$ cat config.mk
export PLATFORM = sky130hd
export DESIGN_NAME = tlc_top
export DESIGN_NICKNAME = d
export VERILOG_FILES = /design/src/rtl/tlc_pkg.sv /design/src/rtl/tlc_interval_timer.sv /design/src/rtl/tlc_ped_latch.sv /design/src/rtl/tlc_fsm.sv /design/src/rtl/tlc_top.sv
export SDC_FILE = /design/constraint.sdc
export NUM_CORES = 1
export LEC_CHECK = 0
export BUFFER_PORTS_ARGS = -buffer_cell sky130_fd_sc_hd__buf_2
export CORE_MARGIN = 3
export CORE_UTILIZATION = 53
export DETAILED_ROUTE_END_ITERATION = 10
export GPL_ROUTABILITY_DRIVEN = 0
export PLACE_DENSITY = 0.8
export SLEW_MARGIN = 0
export SYNTH_ARGS = -nofsm -noshare
export SYNTH_HDL_FRONTEND = slang
export SYNTH_SLANG_ARGS = --single-unit
$ cat constraint.sdc
create_clock -name clk -period 1.45 [get_ports clk]
set_input_delay 0.145 -clock clk [delete_from_list [all_inputs] [get_ports clk]]
set_output_delay 0.145 -clock clk [all_outputs]
set_load 0.005 [all_outputs]
$ cat src/rtl/tlc_pkg.sv
package tlc_pkg;

    typedef enum logic [1:0] {
        PH_HWY_GO   = 2'd0,
        PH_HWY_WARN = 2'd1,
        PH_SIDE_GO  = 2'd2,
        PH_SIDE_WARN = 2'd3
    } phase_t;

    typedef struct packed {
        logic red;
        logic yel;
        logic grn;
    } lamps_t;

    localparam lamps_t LAMP_RED = '{red: 1'b1, yel: 1'b0, grn: 1'b0};
    localparam lamps_t LAMP_YEL = '{red: 1'b0, yel: 1'b1, grn: 1'b0};
    localparam lamps_t LAMP_GRN = '{red: 1'b0, yel: 1'b0, grn: 1'b1};

    typedef struct packed {
        logic restart_long;
        logic restart_mid;
        logic restart_short;
        logic ped_clear;
    } ctl_t;

    function automatic lamps_t hwy_lamps(input phase_t ph);
        case (ph)
            PH_HWY_GO:   return LAMP_GRN;
            PH_HWY_WARN: return LAMP_YEL;
            default:     return LAMP_RED;
        endcase
    endfunction

    function automatic lamps_t side_lamps(input phase_t ph);
        case (ph)
            PH_SIDE_GO:   return LAMP_GRN;
            PH_SIDE_WARN: return LAMP_YEL;
            default:      return LAMP_RED;
        endcase
    endfunction

endpackage

$ cat src/rtl/tlc_interval_timer.sv
module tlc_interval_timer #(
    parameter int PERIOD = 10
) (
    input  logic clk,
    input  logic rst,
    input  logic tick,
    input  logic restart,
    output logic expired
);
    localparam int CW = (PERIOD < 2) ? 1 : $clog2(PERIOD);
    localparam logic [CW-1:0] LAST = CW'(PERIOD - 1);

    logic [CW-1:0] cnt;

    always_ff @(posedge clk) begin
        if (rst || restart) begin
            cnt     <= '0;
            expired <= 1'b0;
        end else if (tick && !expired) begin
            if (cnt == LAST) begin
                expired <= 1'b1;
            end else begin
                cnt <= cnt + 1'b1;
            end
        end
    end


    sticky_done_chk: assert property (@(posedge clk) disable iff (rst)
        (expired && !restart) |=> expired);


    restart_clears_chk: assert property (@(posedge clk) disable iff (rst)
        restart |=> !expired);


    no_tick_hold_chk: assert property (@(posedge clk) disable iff (rst)
        (!tick && !restart && !expired) |=> !expired);

endmodule

$ cat src/rtl/tlc_ped_latch.sv
module tlc_ped_latch (
    input  logic clk,
    input  logic rst,
    input  logic press,
    input  logic serve,
    output logic pending
);
    always_ff @(posedge clk) begin
        if (rst || serve) begin
            pending <= 1'b0;
        end else if (press) begin
            pending <= 1'b1;
        end
    end


    ped_serve_drop_chk: assert property (@(posedge clk) disable iff (rst)
        serve |=> !pending);


    ped_capture_chk: assert property (@(posedge clk) disable iff (rst)
        (press && !serve) |=> pending);

endmodule

$ cat src/rtl/tlc_fsm.sv
module tlc_fsm
    import tlc_pkg::*;
(
    input  logic   clk,
    input  logic   rst,
    input  logic   car,
    input  logic   ped_pending,
    input  logic   long_done,
    input  logic   mid_done,
    input  logic   short_done,
    output phase_t phase,
    output ctl_t   ctl
);
    phase_t phase_nx;

    always_comb begin
        phase_nx = phase;
        ctl      = '0;
        unique case (phase)
            PH_HWY_GO: begin
                if (long_done && (car || ped_pending)) begin
                    phase_nx          = PH_HWY_WARN;
                    ctl.restart_short = 1'b1;
                end
            end
            PH_HWY_WARN: begin
                if (short_done) begin
                    phase_nx         = PH_SIDE_GO;
                    ctl.restart_long = 1'b1;
                    ctl.restart_mid  = 1'b1;
                    ctl.ped_clear    = 1'b1;
                end
            end
            PH_SIDE_GO: begin
                if (mid_done && (!car || long_done)) begin
                    phase_nx          = PH_SIDE_WARN;
                    ctl.restart_short = 1'b1;
                end
            end
            PH_SIDE_WARN: begin
                if (short_done) begin
                    phase_nx         = PH_HWY_GO;
                    ctl.restart_long = 1'b1;
                end
            end
            default: phase_nx = PH_HWY_GO;
        endcase
    end

    always_ff @(posedge clk) begin
        if (rst) begin
            phase <= PH_HWY_GO;
        end else begin
            phase <= phase_nx;
        end
    end


    hwy_min_green_chk: assert property (@(posedge clk) disable iff (rst)
        (phase == PH_HWY_GO && phase_nx != PH_HWY_GO) |-> long_done);


    side_min_green_chk: assert property (@(posedge clk) disable iff (rst)
        (phase == PH_SIDE_GO && phase_nx != PH_SIDE_GO) |-> mid_done);


    yellow_len_chk: assert property (@(posedge clk) disable iff (rst)
        ((phase == PH_HWY_WARN || phase == PH_SIDE_WARN) && !short_done)
        |=> $stable(phase));


    hwy_hold_chk: assert property (@(posedge clk) disable iff (rst)
        (phase == PH_HWY_GO && !car && !ped_pending) |=> phase == PH_HWY_GO);

endmodule

$ cat src/rtl/tlc_top.sv
module tlc_top
    import tlc_pkg::*;
#(
    parameter int LONG_TICKS  = 60,
    parameter int MID_TICKS   = 30,
    parameter int SHORT_TICKS = 10
) (
    input  logic clk,
    input  logic rst,
    input  logic tick,
    input  logic side_car,
    input  logic ped_req,
    output logic hwy_red,
    output logic hwy_yel,
    output logic hwy_grn,
    output logic side_red,
    output logic side_yel,
    output logic side_grn
);
    localparam int NT = 3;
    localparam int PERIODS [NT] = '{LONG_TICKS, MID_TICKS, SHORT_TICKS};

    phase_t         phase;
    ctl_t           ctl;
    logic           ped_pending;
    logic [NT-1:0]  restart;
    logic [NT-1:0]  done;
    lamps_t         hwy_l;
    lamps_t         side_l;

    assign restart = {ctl.restart_short, ctl.restart_mid, ctl.restart_long};

    for (genvar i = 0; i < NT; i++) begin : g_tmr
        tlc_interval_timer #(.PERIOD(PERIODS[i])) u_tmr (
            .clk     (clk),
            .rst     (rst),
            .tick    (tick),
            .restart (restart[i]),
            .expired (done[i])
        );
    end

    tlc_ped_latch u_ped (
        .clk     (clk),
        .rst     (rst),
        .press   (ped_req),
        .serve   (ctl.ped_clear),
        .pending (ped_pending)
    );

    tlc_fsm u_fsm (
        .clk         (clk),
        .rst         (rst),
        .car         (side_car),
        .ped_pending (ped_pending),
        .long_done   (done[0]),
        .mid_done    (done[1]),
        .short_done  (done[2]),
        .phase       (phase),
        .ctl         (ctl)
    );

    assign hwy_l  = hwy_lamps(phase);
    assign side_l = side_lamps(phase);

    assign {hwy_red, hwy_yel, hwy_grn}    = hwy_l;
    assign {side_red, side_yel, side_grn} = side_l;


    one_lamp_chk: assert property (@(posedge clk) disable iff (rst)
        $onehot({hwy_red, hwy_yel, hwy_grn}) && $onehot({side_red, side_yel, side_grn}));


    no_conflict_chk: assert property (@(posedge clk) disable iff (rst)
        !((hwy_grn || hwy_yel) && (side_grn || side_yel)));


    reset_state_chk: assert property (@(posedge clk)
        rst |=> (hwy_grn && side_red));

endmodule

After elaboration in Yosys (flattened, before gate mapping). Cells that the tools add are included.

Register bits after elaboration: 21. Word-level logic and storage cells: 62.

Add/subtract/negate cells: 3. Equal/unequal tests: 10. Multiplexer cells: 15. Bitwise gates (word level): 3. Reduce and logical (&&, ||, !) cells: 23.

Operators with widths (count): case mux 3 bit (2 select lines) (2); AND reduction 2 bit (6); two-way mux 2 bit (5); case mux 2 bit (4 select lines) (1); adder 6 x 1 -> 6 bit, second input constant (1); == test 6 bit, second input constant (1); logical OR 1 bit (6); adder 5 x 1 -> 5 bit, second input constant (1); == test 5 bit, second input constant (1); logical AND 1 bit (5); two-way mux 1 bit (5); adder 4 x 1 -> 4 bit, second input constant (1); == test 2 bit, second input constant (2); == test 4 bit, second input constant (1); zero test 1 bit (4); inequality test 2 x 1 -> 1 bit, second input constant (2); inequality test 2 bit, second input constant (2); case mux 1 bit (2 select lines) (2); AND reduction 4 bit (1); inverter 1 bit (3); == test 2 x 1 -> 1 bit, second input constant (1); zero test 2 bit (1).

Depth between registers and ports, before layout. Gate-level depths: netlist of run 1.

Depth after elaboration: 6. Depth in mapped cells: 6.

Modules after synthesis. Synthesis of run 1 repeated with hierarchy kept, for this count alone.

Cell total of the unflattened synthesis: 136. Area, all modules: 1189.9 sq um.

Modules (own cells, without submodules): tlc_interval_timer (g_tmr[0].u_tmr) (times used 1, cells an instance 37, area an instance 331.6 sq um); tlc_interval_timer (g_tmr[1].u_tmr) (times used 1, cells an instance 32, area an instance 291.5 sq um); tlc_fsm (times used 1, cells an instance 30, area an instance 254.0 sq um); tlc_interval_timer (g_tmr[2].u_tmr) (times used 1, cells an instance 28, area an instance 247.7 sq um); tlc_ped_latch (times used 1, cells an instance 3, area an instance 33.8 sq um); tlc_top (times used 1, cells an instance 6, area an instance 31.3 sq um).

Least setup slack after synthesis of run 1. Ideal clock, no wire load.

Path kind: reg-to-reg. From: register u_fsm.phase[0]. To: register u_fsm.phase[0]. Setup time: 60 ps. Arrival time: 1210 ps. Slack: 180 ps. Stages on the path, launching flop included: 5. Buffers on the path: 0. Path through: dfxtp_1 -> inv_1 -> ha_1 -> a221oi_2 -> o221a_1.

Longest elaborated chain between the ends: 3. Elaborated cells on any way between the ends: 10.

Ends and longest elaborated chain: start, declared (RTL line tlc_fsm.sv:11) `output phase_t phase,`; start signal, assigned (RTL line tlc_fsm.sv:54) `phase <= phase_nx;`; == test 2 bit, or another cell as far along (RTL line tlc_fsm.sv:19) `unique case (phase)`; inequality test 2 x 1 -> 1 bit (no source line) or inequality test 2 bit (tied branches); AND reduction 4 bit (no source line).

Several ways; a longest one is shown, not always the timed one. A chain may end at the register's enable or synchronous reset.

Final worst setup path of run 1.
From: register u_fsm.phase[0]. To: output port side_red.

Longest elaborated chain between the ends: 2. Elaborated cells on any way between the ends: 3.

Ends and longest elaborated chain: == test 2 bit (RTL line tlc_pkg.sv:36) `case (ph)`; case mux 3 bit (2 select lines) * (RTL line tlc_pkg.sv:36); end, declared (RTL line tlc_top.sv:16) `output logic side_red,`.

Mark *: on every way between the ends. The rest lies on a longest branch, timed or not.

==> flow_metrics.env, run 1 <==
export IMPL_first_pass_iters=4
export IMPL_fmax_mhz=725.1
export IMPL_synth_area_mux_share_pct=1.867
export IMPL_cp_arrival_ns=1.23
export IMPL_slew_headroom_pct=78.98
export IMPL_synth_cells=121
export IMPL_post_cts_setup_buffers=0
export IMPL_timing_rr_end="u_fsm.phase[0]$_SDFFE_PP0P_"
export IMPL_tightest_slew_ns=0.3104
export IMPL_via_per_inst=5.263
export IMPL_path_cells="inv_1, ha_2, nor2_2, buf_2"
export IMPL_synth_compound_area_share_pct=11.44
export IMPL_syn_num_nets=137
export IMPL_core_mm2=0.001821
export IMPL_synth_simple_gate_area_share_pct=23.34
export IMPL_grt_max_degree=14
export IMPL_grt_use_total_pct=15.82
export IMPL_fp_row_count=15
export IMPL_power_leakage_nw=0.5051
export IMPL_nFillCells=174
export IMPL_final_cell_area_mm2=0.001211
export IMPL_clock_path_buffers=2
export IMPL_ir_drop_mv=0.6097
export IMPL_reg2reg_depth=6
export IMPL_whs_path_depth=3
export IMPL_first_global_vias=808
export IMPL_hp_class="input port to flip-flop"
export IMPL_fin_skew_ns=0.01252
export IMPL_ys_types=29
export IMPL_synth_area_per_cell_um2=8.862
export IMPL_crit_type="flip-flop to primary output"
export IMPL_synth_xor_area_share_pct=8.168
export IMPL_cp_buffers_inverters=2
export IMPL_r2r_start="u_fsm.phase[1]$_SDFFE_PP0P_"
export IMPL_hpwl_um=1339
export IMPL_synth_area_mm2=0.001072
export IMPL_clk_pin_slew_ns=0.13
export IMPL_status="finished, final reports clean"
export IMPL_pre_cts_slack_ns=0.03047
export IMPL_layout_common_cells="nor2_1 (22), dfxtp_1 (17), buf_2 (10)"
export IMPL_antenna_found_initial=0
export IMPL_crit_slowest_cell="dfxtp_4"
export IMPL_cts_sinks=21
export IMPL_tns_ns=0
export IMPL_wl_per_cell_um=11.68
export IMPL_cts_hold_buf=0
export IMPL_whs_ns=0.04047
export IMPL_ant_nets=0
export IMPL_min_period_over_period_pct=95.11
export IMPL_slowest_delay_ns=0.40
export IMPL_total_power_mw=0.9978
export IMPL_cts_root_buf="clkbuf_4"
export IMPL_crit_fanout=6
export IMPL_cts_max_level=1
export IMPL_yosysSeqAreaShare_pct=39.21
export IMPL_placed_area_mm2=0.001154
export IMPL_setup_viol=0
export IMPL_overflow=0
export IMPL_min_delay_start="ped_req"
export IMPL_layout_setup_ws_ns=0.07088
export IMPL_initialDrtViolationCount=9
export IMPL_rrSetupSlack_ns=0.09
export IMPL_crit_family="flip-flops"
export IMPL_die_area_mm2=0.002599
export IMPL_via_count=842
export IMPL_numCtsBuffers=3
export IMPL_powerDensity_mw_per_mm2=823.8
export IMPL_drc_errors=0
export IMPL_start_util_pct=58.90
export IMPL_fp_dieH_um=50.98
export IMPL_io_buffers=10
export IMPL_critPathCaptureType="primary output"
export IMPL_layout_commonest_cell="nor2_1"
export IMPL_period_needed_ns=1.379
export IMPL_synth_top_family_by_area="simple AND/OR/NAND/NOR gates"
export IMPL_synth_seq_cells=21
export IMPL_cts_tree="done"
export IMPL_yosysWarnings=0
export IMPL_fp_dieW_um=50.98
export IMPL_ios=11
export IMPL_area_growth_pct=12.95
export IMPL_cp_required_ns=1.31
export IMPL_holdPathEnd="u_ped.pending$_SDFFE_PP0P_"
export IMPL_synth_fa_ha_area_share_pct=12.84
export IMPL_cap_violations=0
export IMPL_hold_violations=0
export IMPL_final_max_slew_viol_count=0
export IMPL_clock_latency_ns=0.31
export IMPL_nets=152
export IMPL_drive_gt1_share_pct=21.48
export IMPL_start_kind="flip-flop"
export IMPL_num_antenna_cells=0
export IMPL_wl_um=1868
export IMPL_grt_pass1_wl_um=3180
## worst max-delay path by stage
stage / from / end / slack (ns) / cells after the start
finish: u_fsm.phase[0]$_SDFFE_PP0P_ / side_red / 0.07 / 4
global route: u_fsm.phase[0]$_SDFFE_PP0P_ / side_red / -0.01 / 4
CTS: u_fsm.phase[0]$_SDFFE_PP0P_ / side_red / 0.004 / 4
detailed placement: u_fsm.phase[1]$_SDFFE_PP0P_ / u_fsm.phase[0]$_SDFFE_PP0P_ / 0.03 / 6
global placement: u_fsm.phase[1]$_SDFFE_PP0P_ / u_fsm.phase[0]$_SDFFE_PP0P_ / 0.07 / 6
floorplan: u_fsm.phase[0]$_SDFFE_PP0P_ / u_fsm.phase[0]$_SDFFE_PP0P_ / 0.18 / 4
## flip-flops by register name, summed over array words and instances (netlist names)
name / cells
u_ped.pending: 1
g_tmr.u_tmr.cnt: 15
g_tmr.u_tmr.expired: 3
u_fsm.phase: 2
## worst min-delay path: cells and delay by family
kind / cells / cell delay (ns)
buf+inv: 1 / 0.09
simple gates: 2 / 0.09
## cell type report
class	count	area, um2	share of cell area, %
flip-flops and latches	21	430.4	35.54
repair buffers	10	50.05	4.132
clock buffers	3	22.52	1.860
well taps	25	31.28	2.583
multi-input cells	91	635.6	52.48
clock inverters	1	7.507	0.6198
inverters	9	33.78	2.789
## through the flow
stage | std cells | utilization (%)
2_1_floorplan | 121 | -
3_3_place_gp | 156 | 63.37
3_5_place_dp | 156 | 63.37
4_1_cts | 160 | 65.15
5_1_grt | 160 | 66.53
6_report | 160 | 66.53
## cells in the mapped netlist, drive strengths merged
master,number,share of area [%]
o221ai,1,0.82
nand4,4,2.3
nand3,2,0.93
dfxtp,21,39
and3,1,0.58
a211oi,2,2.3
nand3b,2,1.4
o21ai,4,1.9
mux2i,2,1.9
o31a,1,0.82
nand2,9,3.2
ha,11,13
a21oi,5,2.3
o221a,1,1.1
nor2b,1,0.58
xnor2,4,3.3
nor3,3,1.4
or3,1,0.58
a221oi,1,1.4
and3b,1,0.82
xor2,6,4.9
inv,9,3.2
o311ai,1,0.82
and2,2,1.3
nor2,23,8.1
and2b,3,2.2
## where the power goes
group	switching (mW)	internal, mW	total, mW
clock	0.188	0.105	0.293
sequential	0.0199	0.595	0.615
combinational	0.0482	0.0411	0.0893
## repair_timing
action,CTS,global route
gates resized for setup,2,10
endpoints found under the setup margin,2,9
pin swaps,0,2
## kinds of logic after synthesis
logic type | after synthesis
compound gates | 16
xor+xnor | 10
flops | 21
simple gates | 52
fa+ha+maj | 11
mux | 2
buf+inv | 9
## routing by layer
layer,wire length (um),GRT usage [%],part of all wire [%],up-vias
li1,-,-,-,437
met1,892,19.42,48,383
met2,871,26.39,47,20
met3,94,4.665,5.0,2
met4,9,4.933,0.48,0
met5,0,0,0,-
Power figures use the tool's default switching activity.
==> run 2, diff against run 1 <==
Settings changed: SETUP_SLACK_MARGIN from default to 0.1.
==> flow_metrics.env, run 2 (synthesis gave the netlist of run 1 again) <==
export IMPL_fmax_mhz=730.3
export IMPL_start_kind="flip-flop"
export IMPL_io_buffers=10
export IMPL_num_antenna_cells=0
export IMPL_fin_skew_ns=0.01420
export IMPL_wl_um=2058
export IMPL_ant_nets=0
export IMPL_cts_sinks=21
export IMPL_layout_common_cells="nor2_1 (19), dfxtp_1 (14), buf_2 (10)"
export IMPL_top_register="g_tmr.u_tmr.cnt"
export IMPL_cp_arrival_ns=1.63
export IMPL_cts_max_level=1
export IMPL_tightest_slew_ns=0.3105
export IMPL_ios=11
export IMPL_hpwl_um=1339
export IMPL_grt_use_total_pct=16.49
export IMPL_area_growth_pct=25.67
export IMPL_clock_latency_ns=0.31
export IMPL_first_pass_iters=4
export IMPL_hold_violations=0
export IMPL_via_per_inst=5.289
export IMPL_fp_row_count=15
export IMPL_cp_required_ns=1.71
export IMPL_grt_pass1_wl_um=3339
export IMPL_fp_dieH_um=50.98
export IMPL_rsz0062_at_grt="yes"
export IMPL_crit_fanout=4
export IMPL_clock_path_buffers=2
export IMPL_drc_errors=0
export IMPL_nFillCells=137
export IMPL_die_area_mm2=0.002599
export IMPL_powerDensity_mw_per_mm2=761.5
export IMPL_clk_pin_slew_ns=0.13
export IMPL_core_mm2=0.001821
export IMPL_numCtsBuffers=3
export IMPL_nets=158
export IMPL_utilization_pct=74.02
export IMPL_cts_tree="done"
export IMPL_min_period_over_period_pct=94.43
export IMPL_ir_drop_mv=0.6421
export IMPL_first_global_vias=838
export IMPL_period_needed_ns=1.369
export IMPL_final_max_slew_viol_count=0
export IMPL_crit_start="g_tmr[2].u_tmr.cnt[1]$_SDFFE_PP0P_"
export IMPL_crit_type="flip-flop to flip-flop"
export IMPL_grt_max_degree=14
export IMPL_status="finished, final reports clean"
export IMPL_layout_commonest_cell="nor2_1"
export IMPL_fp_dieW_um=50.98
export IMPL_cts_root_buf="clkbuf_4"
export IMPL_setup_viol=0
export IMPL_slew_headroom_pct=79.30
export IMPL_via_count=878
export IMPL_critPathCaptureType="flip-flop"
export IMPL_tns_ns=0
export IMPL_antenna_found_initial=0
export IMPL_start_util_pct=58.90
export IMPL_cts_hold_buf=0
export IMPL_total_power_mw=1.026
export IMPL_drive_gt1_share_pct=34.75
export IMPL_largest_register_ffs=15
export IMPL_power_leakage_nw=0.5483
export IMPL_min_delay_start="ped_req"
export IMPL_top_regs="g_tmr.u_tmr.cnt: 15 flops, g_tmr.u_tmr.expired: 3 flops, u_fsm.phase: 2 flops"
export IMPL_hp_class="input port to flip-flop"
export IMPL_initialDrtViolationCount=20
export IMPL_wl_per_cell_um=12.40
export IMPL_overflow=0
export IMPL_r2r_start="g_tmr[2].u_tmr.cnt[1]$_SDFFE_PP0P_"
export IMPL_cap_violations=0
-- run 2: cell count changes in the layout (fill, tap and decap cells not counted), sizes merged --
cell,change
buf,+6
-- run 2: cell type report --
type                       count  area [um2]  share of cell area (%)
multi-input combinational     91       711.9                   52.83
sequential                    21       436.7                   32.40
timing repair buffer          16       98.84                   7.335
inverter                       9       38.79                   2.878
tap                           25       31.28                   2.321
clock buffer                   3       22.52                   1.671
clock inverter                 1       7.507                  0.5571
-- run 2: final timing paths --
path,depth (start not counted),slack (ns),endpoint
setup / recovery,7,0.08,g_tmr[2].u_tmr.cnt[2]$_SDFFE_PP0P_
hold / removal,3,0.03,u_ped.pending$_SDFFE_PP0P_
setup reg to reg,7,0.08,g_tmr[2].u_tmr.cnt[2]$_SDFFE_PP0P_
hold reg to reg,2,0.49,u_ped.pending$_SDFFE_PP0P_
-- run 2: routing by layer --
metal / share of wire, % / vias to the layer above / track usage (%)
li1: - / 449 / -
met3: 5.2 / 6 / 4.373
met4: 2.2 / 0 / 5.381
met2: 48 / 24 / 27.68
met1: 45 / 399 / 20.33
met5: 0 / - / 0
-- run 2: where the power goes --
group	switching, mW	internal [mW]	total [mW]
Combinational	0.0546	0.0551	0.110
Clock	0.190	0.105	0.296
Sequential	0.0241	0.597	0.621
-- run 2: timing repair --
| item | in CTS | in global routing |
|---|---|---|
| endpoints found under the setup margin | 11 | 17 |
| setup buffers | 3 | 3 |
| pin swaps | 0 | 11 |
| resized for setup | 8 | 28 |
-- run 2: per-stage QoR --
stage	std cells	hold WS (ns)	area, um2	setup WS, ns
after floorplan	121	0.2608	1072	0.1797
after global placement	156	0.3598	1154	0.06540
after detailed placement	156	0.3675	1154	0.03047
after CTS	163	0.02864	1225	0.08663
after global routing	166	0.04240	1348	0.03770
final	166	0.02941	1348	0.08079
-- run 2: worst max-delay path, cell delays in order, from the launching register on --
cell	delay, ns
dfxtp_2	0.38
inv_2	0.05
ha_4	0.14
and3b_2	0.22
buf_4	0.14
nor3_1	0.20
a21oi_1	0.08
nor2_1	0.09
